File: config.mk
export PLATFORM = sky130hd
export DESIGN_NAME = comma_seq_detector
export DESIGN_NICKNAME = d
export VERILOG_FILES = /design/src/rtl/comma_det_pkg.sv /design/src/rtl/comma_next_state.sv /design/src/rtl/comma_state_store.sv /design/src/rtl/comma_flag_decode.sv /design/src/rtl/comma_seq_detector.sv
export SDC_FILE = /design/constraint.sdc
export NUM_CORES = 1
export LEC_CHECK = 0
export CORE_AREA = 4 4 41 43
export DETAILED_ROUTE_END_ITERATION = 12
export DIE_AREA = 0 0 45 47
export HOLD_SLACK_MARGIN = 0.08
export PLACE_DENSITY = 0.42
export SLEW_MARGIN = 30
export SYNTH_ARGS = -nofsm -noshare
export SYNTH_HDL_FRONTEND = slang
export SYNTH_HIERARCHICAL = 1
export SYNTH_SLANG_ARGS = --single-unit
export TNS_END_PERCENT = 100
File: constraint.sdc
create_clock -name clk -period 2 [get_ports clk]
set_input_delay 0.2 -clock clk [delete_from_list [all_inputs] [get_ports clk]]
set_output_delay 0.2 -clock clk [all_outputs]
set_load 0.02 [all_outputs]
File: src/rtl/comma_det_pkg.sv
package comma_det_pkg;

   // Storage variant for the state chain.
   typedef enum logic {
      ENC_BINARY = 1'b0,
      ENC_ONEHOT = 1'b1
   } state_enc_e;

   // Number of bits needed to hold state indices 0..last.
   function automatic int idx_width(input int last);
      int w;
      w = 1;
      while ((1 << w) <= last) w++;
      return w;
   endfunction

endpackage

File: src/rtl/comma_next_state.sv
module comma_next_state #(
   parameter int ZERO_RUN = 2,
   parameter int ONE_RUN  = 5,
   parameter int TAIL_LEN = 3,
   parameter int LAST     = ZERO_RUN + ONE_RUN + TAIL_LEN,
   parameter int IDX_W    = comma_det_pkg::idx_width(LAST)
) (
   input  logic [IDX_W-1:0] cur_idx,
   input  logic             cur_valid,
   input  logic             bit_in,
   output logic [IDX_W-1:0] nxt_idx
);

   localparam int ONES_DONE = ZERO_RUN + ONE_RUN;

   localparam logic [IDX_W-1:0] IDLE_C   = '0;
   localparam logic [IDX_W-1:0] ONE_Z_C  = IDX_W'(1);
   localparam logic [IDX_W-1:0] ZFULL_C  = IDX_W'(ZERO_RUN);
   localparam logic [IDX_W-1:0] FIRST1_C = IDX_W'(ZERO_RUN + 1);
   localparam logic [IDX_W-1:0] ODONE_C  = IDX_W'(ONES_DONE);
   localparam logic [IDX_W-1:0] LAST_C   = IDX_W'(LAST);

   generate
      if (ZERO_RUN < 1) begin : g_bad_zero
         $error("comma_next_state: ZERO_RUN must be at least 1");
      end
      if (ONE_RUN < 1) begin : g_bad_one
         $error("comma_next_state: ONE_RUN must be at least 1");
      end
      if (TAIL_LEN < 0) begin : g_bad_tail
         $error("comma_next_state: TAIL_LEN must not be negative");
      end
      if (LAST != ZERO_RUN + ONE_RUN + TAIL_LEN) begin : g_bad_last
         $error("comma_next_state: LAST does not match the run lengths");
      end
   endgenerate

   always_comb begin
      if (!cur_valid) begin
         // unused code: recover to idle
         nxt_idx = IDLE_C;
      end else if (cur_idx == LAST_C) begin
         // comma reported: restart from this bit
         nxt_idx = bit_in ? IDLE_C : ONE_Z_C;
      end else if (cur_idx < ZFULL_C) begin
         // collecting zeros
         nxt_idx = bit_in ? IDLE_C : (cur_idx + ONE_Z_C);
      end else if (cur_idx == ZFULL_C) begin
         // zero run complete: more zeros keep the suffix
         nxt_idx = bit_in ? FIRST1_C : ZFULL_C;
      end else if (cur_idx < ODONE_C) begin
         // counting ones: a zero leaves a one-zero prefix
         nxt_idx = bit_in ? (cur_idx + ONE_Z_C) : ONE_Z_C;
      end else begin
         // tail positions accept any value
         nxt_idx = cur_idx + ONE_Z_C;
      end
   end

endmodule

File: src/rtl/comma_state_store.sv
module comma_state_store #(
   parameter comma_det_pkg::state_enc_e ENCODING = comma_det_pkg::ENC_BINARY,
   parameter int LAST  = 10,
   parameter int IDX_W = comma_det_pkg::idx_width(LAST)
) (
   input  logic             clk,
   input  logic             rst,
   input  logic [IDX_W-1:0] nxt_idx,
   output logic [IDX_W-1:0] cur_idx,
   output logic             cur_valid
);

   localparam logic [IDX_W-1:0] LAST_C = IDX_W'(LAST);

   generate
      if ((1 << IDX_W) <= LAST) begin : g_bad_width
         $error("comma_state_store: IDX_W too narrow for LAST");
      end

      if (ENCODING == comma_det_pkg::ENC_BINARY) begin : g_binary
         logic [IDX_W-1:0] code_q;

         always_ff @(posedge clk) begin
            if (rst) code_q <= '0;
            else     code_q <= nxt_idx;
         end

         assign cur_idx   = code_q;
         assign cur_valid = (code_q <= LAST_C);

      end else begin : g_onehot
         logic [LAST:0] hot_q;
         logic [LAST:0] hot_d;
         logic [IDX_W-1:0] enc_idx;

         always_comb begin
            hot_d = '0;
            for (int i = 0; i <= LAST; i++) begin
               if (nxt_idx == IDX_W'(i)) hot_d[i] = 1'b1;
            end
         end

         always_ff @(posedge clk) begin
            if (rst) hot_q <= (LAST+1)'(1);
            else     hot_q <= hot_d;
         end

         always_comb begin
            enc_idx = '0;
            for (int i = 0; i <= LAST; i++) begin
               if (hot_q[i]) enc_idx = enc_idx | IDX_W'(i);
            end
         end

         assign cur_idx   = enc_idx;
         assign cur_valid = $onehot(hot_q);
      end
   endgenerate

   // The stored state must always be a legal code once out of reset.
   AST_STATE_LEGAL: assert property (@(posedge clk) disable iff (rst)
      cur_valid && (cur_idx <= LAST_C));

endmodule

File: src/rtl/comma_flag_decode.sv
module comma_flag_decode #(
   parameter int LAST  = 10,
   parameter int IDX_W = comma_det_pkg::idx_width(LAST)
) (
   input  logic [IDX_W-1:0] cur_idx,
   input  logic             cur_valid,
   output logic             flag
);

   localparam logic [IDX_W-1:0] LAST_C = IDX_W'(LAST);

   // Moore output: one state value only
   assign flag = cur_valid && (cur_idx == LAST_C);

endmodule

File: src/rtl/comma_seq_detector.sv
module comma_seq_detector #(
   parameter int ZERO_RUN = 2,
   parameter int ONE_RUN  = 5,
   parameter int TAIL_LEN = 3,
   parameter comma_det_pkg::state_enc_e ENCODING = comma_det_pkg::ENC_BINARY
) (
   input  logic clk,
   input  logic rst,
   input  logic bit_in,
   output logic comma_detect
);

   localparam int LAST      = ZERO_RUN + ONE_RUN + TAIL_LEN;
   localparam int ONES_DONE = ZERO_RUN + ONE_RUN;
   localparam int IDX_W     = comma_det_pkg::idx_width(LAST);

   localparam logic [IDX_W-1:0] IDLE_C   = '0;
   localparam logic [IDX_W-1:0] ONE_Z_C  = IDX_W'(1);
   localparam logic [IDX_W-1:0] ZFULL_C  = IDX_W'(ZERO_RUN);
   localparam logic [IDX_W-1:0] ODONE_C  = IDX_W'(ONES_DONE);
   localparam logic [IDX_W-1:0] LAST_C   = IDX_W'(LAST);
   localparam logic [IDX_W-1:0] PRE_C    = IDX_W'(LAST - 1);

   generate
      if (LAST < 2) begin : g_bad_len
         $error("comma_seq_detector: comma must be at least two bits");
      end
   endgenerate

   logic [IDX_W-1:0] cur_idx;
   logic [IDX_W-1:0] nxt_idx;
   logic             cur_valid;

   comma_next_state #(
      .ZERO_RUN (ZERO_RUN),
      .ONE_RUN  (ONE_RUN),
      .TAIL_LEN (TAIL_LEN),
      .LAST     (LAST),
      .IDX_W    (IDX_W)
   ) u_next (
      .cur_idx   (cur_idx),
      .cur_valid (cur_valid),
      .bit_in    (bit_in),
      .nxt_idx   (nxt_idx)
   );

   comma_state_store #(
      .ENCODING (ENCODING),
      .LAST     (LAST),
      .IDX_W    (IDX_W)
   ) u_store (
      .clk       (clk),
      .rst       (rst),
      .nxt_idx   (nxt_idx),
      .cur_idx   (cur_idx),
      .cur_valid (cur_valid)
   );

   comma_flag_decode #(
      .LAST  (LAST),
      .IDX_W (IDX_W)
   ) u_dec (
      .cur_idx   (cur_idx),
      .cur_valid (cur_valid),
      .flag      (comma_detect)
   );

   // Reset edge clears the flag and the match.
   AST_RESET_CLEARS: assert property (@(posedge clk)
      rst |=> (!comma_detect && (cur_idx == IDLE_C)));

   // A detection is always preceded by the last tail position.
   AST_DETECT_FROM_PRE: assert property (@(posedge clk) disable iff (rst)
      comma_detect |-> ($past(cur_idx) == PRE_C));

   // Extra zeros hold the full zero run.
   AST_ZERO_HOLD: assert property (@(posedge clk) disable iff (rst)
      ((cur_idx == ZFULL_C) && !bit_in) |=> (cur_idx == ZFULL_C));

   // A zero inside the ones run leaves a one-zero prefix.
   AST_ZERO_IN_ONES: assert property (@(posedge clk) disable iff (rst)
      ((cur_idx > ZFULL_C) && (cur_idx < ODONE_C) && !bit_in)
      |=> (cur_idx == ONE_Z_C));

   // A one before the zero run completes drops to idle.
   AST_EARLY_ONE_IDLE: assert property (@(posedge clk) disable iff (rst)
      ((cur_idx < ZFULL_C) && bit_in) |=> (cur_idx == IDLE_C));

   // After a detection the next bit restarts the search.
   AST_RESTART: assert property (@(posedge clk) disable iff (rst)
      (cur_idx == LAST_C) |=> (cur_idx == ($past(bit_in) ? IDLE_C : ONE_Z_C)));

   // The flag never stays high for two cycles.
   AST_SINGLE_PULSE: assert property (@(posedge clk) disable iff (rst)
      comma_detect |=> !comma_detect);

endmodule

==> impl_metrics.csv <==
group,metric,value,unit
timing,relSlewSlack,75.4,%
route,ant_nets,0,
route,routed-via-count,349,
placed_design,place_area,398,um2
worst_hold_path,hp-class,"in -> reg",
worst_setup_path,max_stage_delay,0.43,ns
timing,whs,0.596,ns
placed_design,place.port_buffers,3,
worst_setup_path,cpMaxStageDelayCell,"dfxtp_1",
run_status,status,"finished, final reports clean",
timing,finalSetupTns,0,ns
floorplanning,dieArea,2120,um2
layout,n_antenna_cell,0,
logic_synthesis,synth_largest_area_cell,"dfxtp_1",
timing,finalWorstPathRequiredPeriod,1.71,ns
timing,max_freq,0.586,GHz
grt,grt_overflow,0,
floorplanning,core_region_area,1300,um2
grt,grt_pass1_wl,1300,um
layout,largest_register_ffs,4,
layout,layout.nets,57,
layout,reg_top3,"u_store/cur_idx: 4 flops",
timing,slew_violations,0,
route,drc,0,
clock_tree,cts_buffer_depth,2,
logic_synthesis,ys_seq_area_share,22.0,%
logic_synthesis,syn-cell-area,364,um2
route,drtPass1Iterations,4,
route,routed_wl,802,um
floorplanning,fp.dieW,45,um
layout,post-route-util,32.5,%
worst_setup_path,crit_start,"u_store/cur_idx[0]",
clock_tree,clk_latency,0.23,ns
power,p_leak,0.192,nW
logic_synthesis,synth_area_leaders,"dfxtp_1, ha_1, nor2b_1",
clock_tree,cts_tree,"done",
logic_synthesis,ys_ff_latch,4,
worst_setup_path,rr_endpoint,"u_store/cur_idx[0]",
logic_synthesis,synth_cell_types,25,
clock_tree,ctsHoldBuffers,0,
placed_design,place_ws,0.293,ns
worst_setup_path,crit-reg2reg-launch,"u_store/cur_idx[0]",
timing,clock_skew,0.000869,ns
timing,worst_pin_slew,0.369,ns
flow_run,maxCapViolations,0,
grt,antenna_found_initial,0,
logic_synthesis,synth_nets,50,
worst_setup_path,ff2ff_path_depth,6,
timing,rsz0062_at_grt,"no",
clock_tree,cts_inserted_buffers,3,
timing,setup_viol,0,
grt,grtUsageMet2,13.6,%
logic_synthesis,yosysWarningCount,6,
worst_hold_path,min_path_cells,2,
layout,drive_gt1_share,12.0,%
clock_tree,cts_root_buffer,"clkbuf_4",
timing,min_period_over_period,85.3,%
floorplanning,start_util,28.0,%
timing,fin_ws,0.293,ns
logic_synthesis,synth_common_cells,"dfxtp_1, nor2b_1",
clock_tree,post-cts-setup-buffers,0,
floorplanning,num_io_pins,4,
worst_setup_path,worst_setup_path_end_kind,"flop",
logic_synthesis,synth_top_area_share,22.0,%
logic_synthesis,syn_area_per_cell,8.09,um2
grt,grt_max_degree,14,
logic_synthesis,async_flop_share,0,%
route,wl_per_cell,12.3,um
worst_setup_path,cp.arrival,1.82,ns
layout,area_growth,16.2,%
route,drt_iter0_markers,10,
layout,regMostFlops,"u_store/cur_idx",
floorplanning,rows,13,
route,vias_per_cell,5.37,
grt,grt_usage,8.69,%
placed_design,gp_congestion,0.741,
logic_synthesis,synth_edf_count,0,
worst_hold_path,hold-path-endpoint,"u_store/cur_idx[3]",
grt,grt_pass1_vias,333,
clock_tree,htreeDepth,1,
grt,top_usage_layer,"met2",
worst_setup_path,worstPathRequired,2.11,ns
floorplanning,die_h,47,um
placed_design,hpwl,606,um
clock_tree,clk_pin_slew,0.03,ns
power,vdd_drop_max,0.225,mV
worst_setup_path,path_class,"reg -> reg",
worst_setup_path,r2r_slack,0.29,ns
clock_tree,post_cts_resized,0,
grt,grt_util_met3,4.21,%
timing,hold_viol,0,
layout,final_area,423,um2
worst_setup_path,crit_path_start_kind,"flop",
power,p_per_area,525,nW/um2
logic_synthesis,netlist_instances,45,
grt,use_met1,9.09,%
clock_tree,clkSinkCount,4,
worst_setup_path,cp_cell_sequence,"inv_1 -> ha_1 -> nor2b_2 -> a211o_1 -> a32o_1 -> nor2b_1",
worst_hold_path,worstHoldStart,"rst",
logic_synthesis,ys.flop_type,"dfxtp_1",
worst_setup_path,path_max_fanout,6,
## cells in the final DEF (no fill, tap or decap), drive strengths merged, types with 2 or more instances in the layout
| master | n |
|---|---|
| a211oi | 4 |
| nand3 | 2 |
| a21oi | 2 |
| dfxtp | 4 |
| nor2 | 3 |
| nor2b | 5 |
| a21o | 2 |
| o21bai | 2 |
| inv | 3 |
| nand2 | 3 |
| clkdlybuf4s50 | 2 |
| ha | 2 |
| clkbuf | 3 |
## report_power, final
part / leakage [nW] / switching, W / total, W / internal [W]
Sequential: 0.0325 / 0.00000700 / 0.0000908 / 0.0000838
Clock: 0.0138 / 0.0000278 / 0.0000946 / 0.0000668
Combinational: 0.146 / 0.0000164 / 0.0000366 / 0.0000202
Total: 0.192 / 0.0000512 / 0.000222 / 0.000171
## layer usage
layer	part of all wire [%]	up-vias	routed length, um
met4	0	0	0
met3	5.2	0	42
li1	-	175	-
met5	0	-	0
met2	52	16	417
met1	43	158	342
## worst max-delay path by stage
| stage | to |
|---|---|
| 2_1_floorplan | u_store/cur_idx[0] |
| 3_3_place_gp | u_store/cur_idx[0] |
| 3_5_place_dp | comma_detect |
| 4_1_cts | comma_detect |
| 5_1_grt | u_store/cur_idx[0] |
| 6_report | u_store/cur_idx[0] |
## cell type report
type | instances | area (um2)
fill | 159 | 878
multi-input combinational | 36 | 250
sequential | 4 | 80.1
timing repair buffer | 4 | 40.0
clock buffer | 3 | 22.5
tap | 15 | 18.8
inverter | 3 | 11.3
## through the flow
step                power (W)  std cells
CTS                  0.000228         65
floorplan            0.000115         45
detailed placement   0.000128         62
global placement     0.000127         62
global route         0.000236         65
finish               0.000222         65
## critical path: cells and delay by family (launching register included)
kind,cells,cell delay (ns)
AOI/OAI and AO/OA,2,0.53
DFF,1,0.43
and+or+nand+nor,2,0.32
adders and majority gates,1,0.23
buffers and inverters,1,0.09
## kinds of logic after synthesis
group           count (synthesis)  share of synthesized area (%)
compound gates                 13                           27.8
xor+xnor                        1                           2.41
fa+ha+maj                       2                           6.87
buf+inv                         5                           9.28
flops                           4                           22.0
simple gates                   20                           31.6
Note: power is estimated with default switching activity, not from simulation.
